`src/rtl/pause_pkg.sv`:
```
package pause_pkg;

  // Strobes from the control to the datapath timers.
  typedef struct packed {
    logic loadWait;    // start or reload the local transmit wait
    logic cancelWait;  // zero-operand release of the local wait
    logic loadAdv;     // acknowledged request: (re)load advertised timer
  } dpCtl_t;

  typedef enum logic [1:0] {
    SPD_10M   = 2'b00,
    SPD_100M  = 2'b01,
    SPD_1G    = 2'b10,
    SPD_1GALT = 2'b11
  } speed_e;

endpackage

```
`src/rtl/pause_qtimer.sv`:
```
module pause_qtimer #(
  parameter int QW = 13,
  parameter int TW = 16
) (
  input  logic          clk,
  input  logic          rstN,
  input  logic [QW-1:0] qLimit,
  input  logic          load,
  input  logic [TW-1:0] loadVal,
  output logic          busy
);

  logic [TW-1:0] quanta;
  logic [QW-1:0] pre;
  logic [QW-1:0] lastTick;

  assign lastTick = qLimit - QW'(1);
  assign busy     = (quanta != '0);

  always_ff @(posedge clk) begin
    if (!rstN) begin
      quanta <= '0;
      pre    <= '0;
    end else if (load) begin
      quanta <= loadVal;
      pre    <= '0;
    end else if (quanta != '0) begin
      if (pre >= lastTick) begin
        pre    <= '0;
        quanta <= quanta - TW'(1);
      end else begin
        pre <= pre + QW'(1);
      end
    end
  end

endmodule

```
`src/rtl/pause_dp.sv`:
```
module pause_dp
  import pause_pkg::*;
#(
  parameter int Q_CYC_1G   = 64,
  parameter int Q_CYC_100M = 640,
  parameter int Q_CYC_10M  = 6400,
  parameter int TW         = 16
) (
  input  logic          clk,
  input  logic          rstN,
  input  logic [1:0]    speedSel,
  input  dpCtl_t        ctl,
  input  logic [TW-1:0] rxPauseTime,
  input  logic [TW-1:0] advTime,
  output logic          waitBusy,
  output logic          advBusy
);

  localparam int QMAX_A = (Q_CYC_1G > Q_CYC_100M) ? Q_CYC_1G : Q_CYC_100M;
  localparam int QMAX   = (QMAX_A > Q_CYC_10M) ? QMAX_A : Q_CYC_10M;
  localparam int QW     = $clog2(QMAX + 1);
  localparam int NTMR   = 2;  // index 0: local wait, 1: advertised time

  logic [QW-1:0] qLimit;
  logic          tLoad [NTMR];
  logic [TW-1:0] tVal  [NTMR];
  logic          tBusy [NTMR];

  always_comb begin
    case (speed_e'(speedSel))
      SPD_10M:  qLimit = QW'(Q_CYC_10M);
      SPD_100M: qLimit = QW'(Q_CYC_100M);
      default:  qLimit = QW'(Q_CYC_1G);
    endcase
  end

  // Wait timer: a cancel is a load with zero.
  assign tLoad[0] = ctl.loadWait | ctl.cancelWait;
  assign tVal[0]  = ctl.cancelWait ? '0 : rxPauseTime;
  // Advertised timer: an acknowledged zero-time request clears it.
  assign tLoad[1] = ctl.loadAdv;
  assign tVal[1]  = advTime;

  for (genvar i = 0; i < NTMR; i++) begin : g_tmr
    pause_qtimer #(.QW(QW), .TW(TW)) u_tmr (
      .clk     (clk),
      .rstN    (rstN),
      .qLimit  (qLimit),
      .load    (tLoad[i]),
      .loadVal (tVal[i]),
      .busy    (tBusy[i])
    );
  end

  assign waitBusy = tBusy[0];
  assign advBusy  = tBusy[1];

endmodule

```
`src/rtl/pause_ctrl.sv`:
```
module pause_ctrl
  import pause_pkg::*;
#(
  parameter int LVL_W = 10,
  parameter int TW    = 16
) (
  input  logic             clk,
  input  logic             rstN,
  input  logic             zeroTimeEn,
  input  logic             fwdPauseEn,
  input  logic             rxPauseValid,
  input  logic [TW-1:0]    rxPauseTime,
  input  logic [LVL_W-1:0] rxFifoLevel,
  input  logic [LVL_W-1:0] fifoThresh,
  input  logic [TW-1:0]    autoPauseTime,
  input  logic             pauseAck,
  input  logic             advBusy,
  output dpCtl_t           ctl,
  output logic             pauseReq,
  output logic [TW-1:0]    pauseReqTime,
  output logic             pauseFwd,
  output logic             pauseDrop
);

  logic rxZero;
  logic aboveThr;
  logic wantZero;
  logic wantAuto;

  assign rxZero   = (rxPauseTime == '0);
  assign aboveThr = (rxFifoLevel >= fifoThresh);
  assign wantZero = zeroTimeEn && advBusy && !aboveThr;
  assign wantAuto = !advBusy && aboveThr && (autoPauseTime != '0);

  always_comb begin
    ctl.loadWait   = rxPauseValid && !rxZero;
    ctl.cancelWait = rxPauseValid && rxZero && zeroTimeEn;
    ctl.loadAdv    = pauseReq && pauseAck;
  end

  always_ff @(posedge clk) begin
    if (!rstN) begin
      pauseReq     <= 1'b0;
      pauseReqTime <= '0;
    end else if (pauseReq) begin
      if (pauseAck) pauseReq <= 1'b0;
    end else if (wantZero) begin
      pauseReq     <= 1'b1;
      pauseReqTime <= '0;
    end else if (wantAuto) begin
      pauseReq     <= 1'b1;
      pauseReqTime <= autoPauseTime;
    end
  end

  always_ff @(posedge clk) begin
    if (!rstN) begin
      pauseFwd  <= 1'b0;
      pauseDrop <= 1'b0;
    end else begin
      pauseFwd  <= rxPauseValid && fwdPauseEn;
      pauseDrop <= rxPauseValid && !fwdPauseEn;
    end
  end

endmodule

```
`src/rtl/pause_flow_ctrl.sv`:
```
module pause_flow_ctrl
  import pause_pkg::*;
#(
  parameter int LVL_W      = 10,
  parameter int Q_CYC_1G   = 64,
  parameter int Q_CYC_100M = 640,
  parameter int Q_CYC_10M  = 6400
) (
  input  logic             clk,
  input  logic             rstN,
  input  logic             zeroTimeEn,
  input  logic             fwdPauseEn,
  input  logic [1:0]       speedSel,
  input  logic             rxPauseValid,
  input  logic [15:0]      rxPauseTime,
  input  logic [LVL_W-1:0] rxFifoLevel,
  input  logic [LVL_W-1:0] fifoThresh,
  input  logic [15:0]      autoPauseTime,
  input  logic             pauseAck,
  output logic             txHold,
  output logic             pauseReq,
  output logic [15:0]      pauseReqTime,
  output logic             pauseFwd,
  output logic             pauseDrop
);

  localparam int TW = 16;

  dpCtl_t ctl;
  logic   waitBusy;
  logic   advBusy;

  pause_ctrl #(.LVL_W(LVL_W), .TW(TW)) u_ctrl (
    .clk           (clk),
    .rstN          (rstN),
    .zeroTimeEn    (zeroTimeEn),
    .fwdPauseEn    (fwdPauseEn),
    .rxPauseValid  (rxPauseValid),
    .rxPauseTime   (rxPauseTime),
    .rxFifoLevel   (rxFifoLevel),
    .fifoThresh    (fifoThresh),
    .autoPauseTime (autoPauseTime),
    .pauseAck      (pauseAck),
    .advBusy       (advBusy),
    .ctl           (ctl),
    .pauseReq      (pauseReq),
    .pauseReqTime  (pauseReqTime),
    .pauseFwd      (pauseFwd),
    .pauseDrop     (pauseDrop)
  );

  pause_dp #(
    .Q_CYC_1G   (Q_CYC_1G),
    .Q_CYC_100M (Q_CYC_100M),
    .Q_CYC_10M  (Q_CYC_10M),
    .TW         (TW)
  ) u_dp (
    .clk         (clk),
    .rstN        (rstN),
    .speedSel    (speedSel),
    .ctl         (ctl),
    .rxPauseTime (rxPauseTime),
    .advTime     (pauseReqTime),
    .waitBusy    (waitBusy),
    .advBusy     (advBusy)
  );

  assign txHold = waitBusy;

endmodule

```
`config.mk`:
```
export PLATFORM = sky130hd
export DESIGN_NAME = pause_flow_ctrl
export DESIGN_NICKNAME = d
export VERILOG_FILES = /design/src/rtl/pause_pkg.sv /design/src/rtl/pause_qtimer.sv /design/src/rtl/pause_dp.sv /design/src/rtl/pause_ctrl.sv /design/src/rtl/pause_flow_ctrl.sv
export SDC_FILE = /design/constraint.sdc
export NUM_CORES = 1
export LEC_CHECK = 0
export ABC_AREA = 1
export BUFFER_PORTS_ARGS = -buffer_cell sky130_fd_sc_hd__buf_2
export CAP_MARGIN = 20
export CORE_UTILIZATION = 28
export DETAILED_ROUTE_END_ITERATION = 10
export PLACE_DENSITY_LB_ADDON = 0.12
export SETUP_SLACK_MARGIN = 0.5
export SLEW_MARGIN = 0
export SYNTH_ARGS = -nofsm -noshare
export SYNTH_HDL_FRONTEND = slang
export SYNTH_SLANG_ARGS = --single-unit
```
`constraint.sdc`:
```
create_clock -name clk -period 4.3 [get_ports clk]
set_input_delay 0.43 -clock clk [delete_from_list [all_inputs] [get_ports clk]]
set_output_delay 0.43 -clock clk [all_outputs]
set_load 0.01 [all_outputs]
```
# --- Word-level counts from Yosys, hierarchy flattened ---
# Index checks and enable logic that the tools add are counted.
word_totals:
  ff_bits: 77
  input_bits: 60
op_classes:
  n_addsub: 5
  n_lt_le_gt_ge: 3
  n_eq_ne: 1
  muxes: 16
  bitwise_logic: 3
  n_reduce_logical: 29
ops:
  columns: ["op", "count"]
  rows:
  - ["two-way mux 16 bit", 9]
  - ["nonzero test 16 bit", 3]
  - ["subtractor 16 x 1 -> 16 bit (second input constant)", 2]
  - ["adder 13 x 1 -> 13 bit (second input constant)", 2]
  - [">= comparator 13 bit", 2]
  - ["two-way mux 13 bit", 2]
  - ["one-hot mux 13 bit (2 select lines)", 1]
  - ["logical NOT 16 bit", 1]
  - ["subtractor 13 x 1 -> 13 bit (second input constant)", 1]
  - [">= comparator 10 bit", 1]
  - ["logical AND 1 bit", 10]
  - ["nonzero test 2 bit", 5]
  - ["AND reduction 2 bit", 3]
  - ["logical NOT 1 bit", 4]
  - ["two-way mux 1 bit", 4]
  - ["OR reduction 2 bit", 2]
  - ["== test 2 x 1 -> 1 bit (second input constant)", 1]
  - ["logical NOT 2 bit", 1]
  - ["NOT 1 bit", 2]
  - ["OR 1 bit", 1]

# --- Longest topological paths before layout ---
logic_depth:
  ltp_word: 7
  ltp_mapped: 15
  depth_no_buf: 15

# --- Modules after synthesis ---
# From an unflattened synthesis, not the netlist that was laid out.
unflattened:
  cells_unflattened: 1027
  hier_area_um2: 6286.0
by_module_without_submodules:
  columns: ["module", "instances", "cells_per_inst", "area_each_um2"]
  rows:
  - ["pause_qtimer", 2, 395, 2426.1]
  - ["pause_ctrl", 1, 195, 1257.5]
  - ["pause_dp", 1, 42, 176.4]

# --- Least setup slack after synthesis ---
# OpenSTA, ideal clock, no wires.
synth_path:
  kind: "input to register"
  from: "in speedSel[0]"
  to: "reg u_dp.g_tmr[1].u_tmr.quanta[11]"
  setup_ps: 121
  arrival_ps: 1981
  t_required_ps: 4179
  slack_ps: 2198
  cell_stages: 12
  path_buffers: 1
  path_cell_list: "or2_2 ha_1 nand2_1 nor2_1 nand3_1 nor2_1 nor2_1 nand2_2 nand2_1 nand2_1 buf_2 o21ai_0"
synth_between:
  elab_chain_cells: 6
synth_rtl:
  columns: ["item", "line", "rtl"]
  rows:
  - ["from (decl)", "pause_flow_ctrl.sv:13", "input logic [1:0] speedSel,"]
  - ["== test 2 x 1 -> 1 bit / logical NOT 2 bit (equally long branches)", "pause_dp.sv:30", "case (speed_e'(speedSel))"]
  - ["one-hot mux 13 bit (2 select lines) (*)", "pause_dp.sv:30", null]
  - ["subtractor 13 x 1 -> 13 bit (*)", "pause_qtimer.sv:17", "assign lastTick = qLimit - QW'(1);"]
  - [">= comparator 13 bit (*)", "pause_qtimer.sv:28", "if (pre >= lastTick) begin"]
  - ["nonzero test 2 bit (no line) (*)", null, null]
  - ["AND reduction 2 bit (no line) (*)", null, null]
  - ["to (signal assigned)", "pause_qtimer.sv:25", "quanta <= loadVal;"]
  - ["to (signal assigned)", "pause_qtimer.sv:30", "quanta <= quanta - TW'(1);"]
  - ["to (decl)", "pause_qtimer.sv:13", "logic [TW-1:0] quanta;"]
# Mark *: on every way between the ends. The rest lies on a longest branch, timed or not.
# A chain may end at the register's enable or synchronous reset.

# --- Worst setup path in the final report ---
layout_path:
  from: "in speedSel[1]"
  to: "reg u_dp.g_tmr[1].u_tmr.quanta[13]"
# The elaborated chain is that of the path after synthesis.

==> results.md <==
Clocking:
- The clock net in this run drives a total of 77 sinks.
- TritonCTS built the clock tree.
- The clock latency reported for the late side of the worst-skew pair is 340 ps.
- The number of buffers added by the clock tree synthesis step is 9.
- Once the clock tree was built, the setup fixing pass inserted 0 buffers.
- The root buffer cell chosen for the clock tree is sky130_fd_sc_hd__clkbuf_16.
- The number of buffers inserted by hold repair at cts is 0.
- After clock tree synthesis, the clock-pin slew on the worst setup and hold paths is about 60 ps.
- The H-tree was split into 3 levels.
- Gates resized during post-CTS repair numbered 0.
- The maximum buffer depth of the clock tree is 2.

Global route:
- The pin count of the biggest net entering global routing is 48.
- The wire length of the first global-routing pass is approximately 23 mm.
- The residual overflow from global routing is 0.
- The initial antenna violation count is 0.
- The number of global-route vias before repair is around 4.8k.
- Global routing used roughly 15% of the available tracks across all layers.

STA:
- The number of max-slew violations in the final report is 0.
- Timing would allow up to between 400 and 500 MHz.
- At the pin with the least slew margin, the transition time is 938 ps.
- Setup repair after global routing left no endpoint under its margin.
- The total count of hold-check failures in the final report is 0.
- The total of endpoints with negative setup slack in the final report is 0.
- The minimum clock period after layout is about 2400 ps.
- In the final timing run, aggregate negative setup slack is 0 ps.
- Headroom to the max-slew limit came out at 37.4%.
- Setup slack closes at roughly 1900 ps.
- Across the routed clock network, the largest skew measured is approximately 6.8 ps.
- Of the available clock period, the critical path in the final layout requires about 57%.

Outcome:
- The final reports fail on DRC.
- The flow ran to the end, but the final reports show violations.

Setup path:
- Traced cell by cell, the critical path runs through buf_2 > or2_2 > ha_1 > nand2_1 > nor2_1 > nand3_1 > nor2_1 > nor2_1 > nand2_2 > nand2_1 > nand2_1 > inv_1 > nand2_1 > nand2_1.
- The biggest cell delay along the critical path is approximately 400 ps.
- Data on the critical path arrives at its endpoint at 2670 ps.
- The startpoint kind of the worst setup timing path is an input pin.
- By startpoint and endpoint, the worst setup path is classified as input pin to flop.
- The data required time of the critical path is ~4500 ps.
- The most used cell along the critical path is sky130_fd_sc_hd__nand2_1.
- The critical-path cell with the highest stage delay is sky130_fd_sc_hd__nand2_1.
- The maximum fanout encountered on the critical timing path is 14.
- The worst setup path is captured at a flop.

Synthesis:
- The number of storage elements in the synthesis netlist is 77.
- The average instance in the mapped netlist occupies between 6 and 7 um^2.
- The cell area that synthesis handed to floorplanning was ~5200 um^2.
- After technology mapping, the gate count stands at 860.
- Summing the sequential cell areas from Yosys gives slightly below 30% of the chip area.
- The number of library cell types mapped by synthesis is 39.
- During synthesis, Yosys emitted a total of 0 warnings.

Route:
- Dividing the detail-routed via count by the number of cells gives 4.43.
- The number of search-and-repair iterations in the first detailed-routing pass is 9.
- The routed wirelength normalized by instance count is about 12 um.
- The routed design has about 14 mm of wire.
- The total vias in the final route is roughly 5.2k.
- The remaining routing DRC violations is 7.
- In this run the remaining antenna-violating nets after routing total 0.
- After the first detailed-routing iteration, the DRC count stood at 226.

Power:
- Power spread over the standard cell area amounts to 521 nW/um^2.
- The completed layout was analyzed and its total power is about 3200 uW.
- The worst-case IR drop observed on VDD is around 0.27 mV.
- The leakage power is roughly 0.0032 uW.

Die:
- The die covers approximately 19000 um^2.
- The initial core utilization is 28.8%.
- The height of the die is between 100 and 150 um.
- The die is roughly 140 um wide.
- After floorplanning, the core was divided into 49 placement rows.
- The region available for standard cell placement spans approximately 18000 um^2.
- 80 I/O pins were placed.

Placed design:
- Once detailed placement completed, the half-perimeter wirelength came to ~10 mm.
- During placement, the flow inserted port buffers numbering between 70 and 80.
- After detailed placement, the design holds a cell count of 1153.
- The worst setup slack after placement is around 1500 ps.
- The final weighted congestion in routability-driven placement is approximately 0.8.

Job:
- Max-cap violations in this run came to 0.

Layout:
- The area growth from synthesis to layout is 17.9%.
- Leaving out fill and tap cells, the most frequent cells in the layout are sky130_fd_sc_hd__nand2_1, sky130_fd_sc_hd__nor2_1, sky130_fd_sc_hd__inv_1.
- The number of antenna diodes is 0.
- The library cell used most frequently in the layout, excluding fill and tap cells, is sky130_fd_sc_hd__nand2_1.
- The final net count is 1023.
- The proportion of layout cells with a drive suffix above 1 is 13.1%.
- The final non-filler cell total is ~1.2k.

Min path:
- The kind of path behind the tightest hold check is input pin to flop.
-- sequential cells by signal, summed over array words and instances (netlist names) --
signal	flops
u_dp.g_tmr.u_tmr.pre	26
u_ctrl.pauseReqTime	16
u_ctrl.pauseFwd	1
u_dp.g_tmr.u_tmr.quanta	32
u_ctrl.pauseDrop	1
u_ctrl.pauseReq	1
-- Yosys cell counts, drive strengths merged --
cell    number  share of area (%)
a211oi       1               0.14
a21o         1               0.14
a21oi       40                3.8
a31oi        1               0.12
and3         1               0.12
buf         13                1.7
clkbuf       6               0.43
clkinv       1              0.072
conb         1              0.072
dfxtp       77                 29
ha          28                6.7
inv        119                8.5
mux2i        1               0.19
nand2      236                 18
nand3       58                6.0
nand3b       2               0.29
nand4       12                1.6
nor2       181                 13
nor3        12                1.1
nor3b        2               0.29
o211ai       1               0.14
o21a         1               0.14
o21ai       39                3.7
o21bai       2               0.29
o22ai        2               0.24
or2          3               0.36
xnor2        1               0.17
xor2        18                3.0
-- cell type report --
type,count,area [um^2]
Inverter,120,450
Clock buffer,11,253
Multi-Input combinational cell,647,3140
Tap cell,229,287
Sequential cell,77,1540
Clock inverter,4,95.1
Timing Repair Buffer,80,403
Fill cell,2071,12000
-- critical path: cells and delay by family --
kind	cells	cell delay [ps]
adder cells (fa/ha/maj)	1	310
buffers and inverters	2	360
AND/OR/NAND/NOR	11	1540
-- cell families (layout without fill, tap and decap cells) --
group                      after synthesis  in the layout  synth area share, %
other                                    1              4               0.0717
DFF                                     77             77                 29.5
AOI/OAI and AO/OA                       88             88                 8.78
buffers and inverters                  139            215                 10.7
adders and majority gates               28             28                 6.70
and+or+nand+nor                        507            507                 40.9
xor gates and xnor gates                19             19                 3.18
muxes                                    1              1                0.191
-- final timing paths --
kind | from | endpoint | slack (ps) | depth (start not counted)
setup / recovery | speedSel[1] | u_dp.g_tmr[1].u_tmr.quanta[13] | 1860 | 14
hold / removal | fwdPauseEn | u_ctrl.pauseDrop | 340 | 2
setup reg to reg | u_ctrl.pauseReq | u_dp.g_tmr[1].u_tmr.pre[10] | 1910 | 7
hold reg to reg | u_dp.g_tmr[0].u_tmr.quanta[15] | u_dp.g_tmr[0].u_tmr.quanta[15] | 470 | 2
-- through the flow --
step / hold slack [ps] / utilization (%) / instance area (um^2)
after floorplan: 447 / - / 5240
after global placement: 471 / 32.1 / 5820
after detailed placement: 474 / 32.1 / 5820
after CTS: 305 / 34.0 / 6170
after global routing: 312 / 34.0 / 6170
final: 336 / 34.0 / 6170
-- power by group --
group / leakage (uW) / total (uW) / switching [uW] / internal, uW
sequential: 0.000630 / 925 / 100 / 825
combinational: 0.00238 / 1400 / 916 / 483
clock: 0.000172 / 889 / 295 / 594
total: 0.00318 / 3210 / 1310 / 1900
-- routing by layer --
metal	GRT usage, %	routed length [um]	part of all wire [%]	vias to the layer above
met5	0	0	0	-
met2	24.4	6200	45	99
met4	3.86	108	0.78	0
met3	3.66	564	4.1	7
li1	-	-	-	2831
met1	19.4	6930	50	2238
No activity file was read; power rests on OpenSTA's default activity.
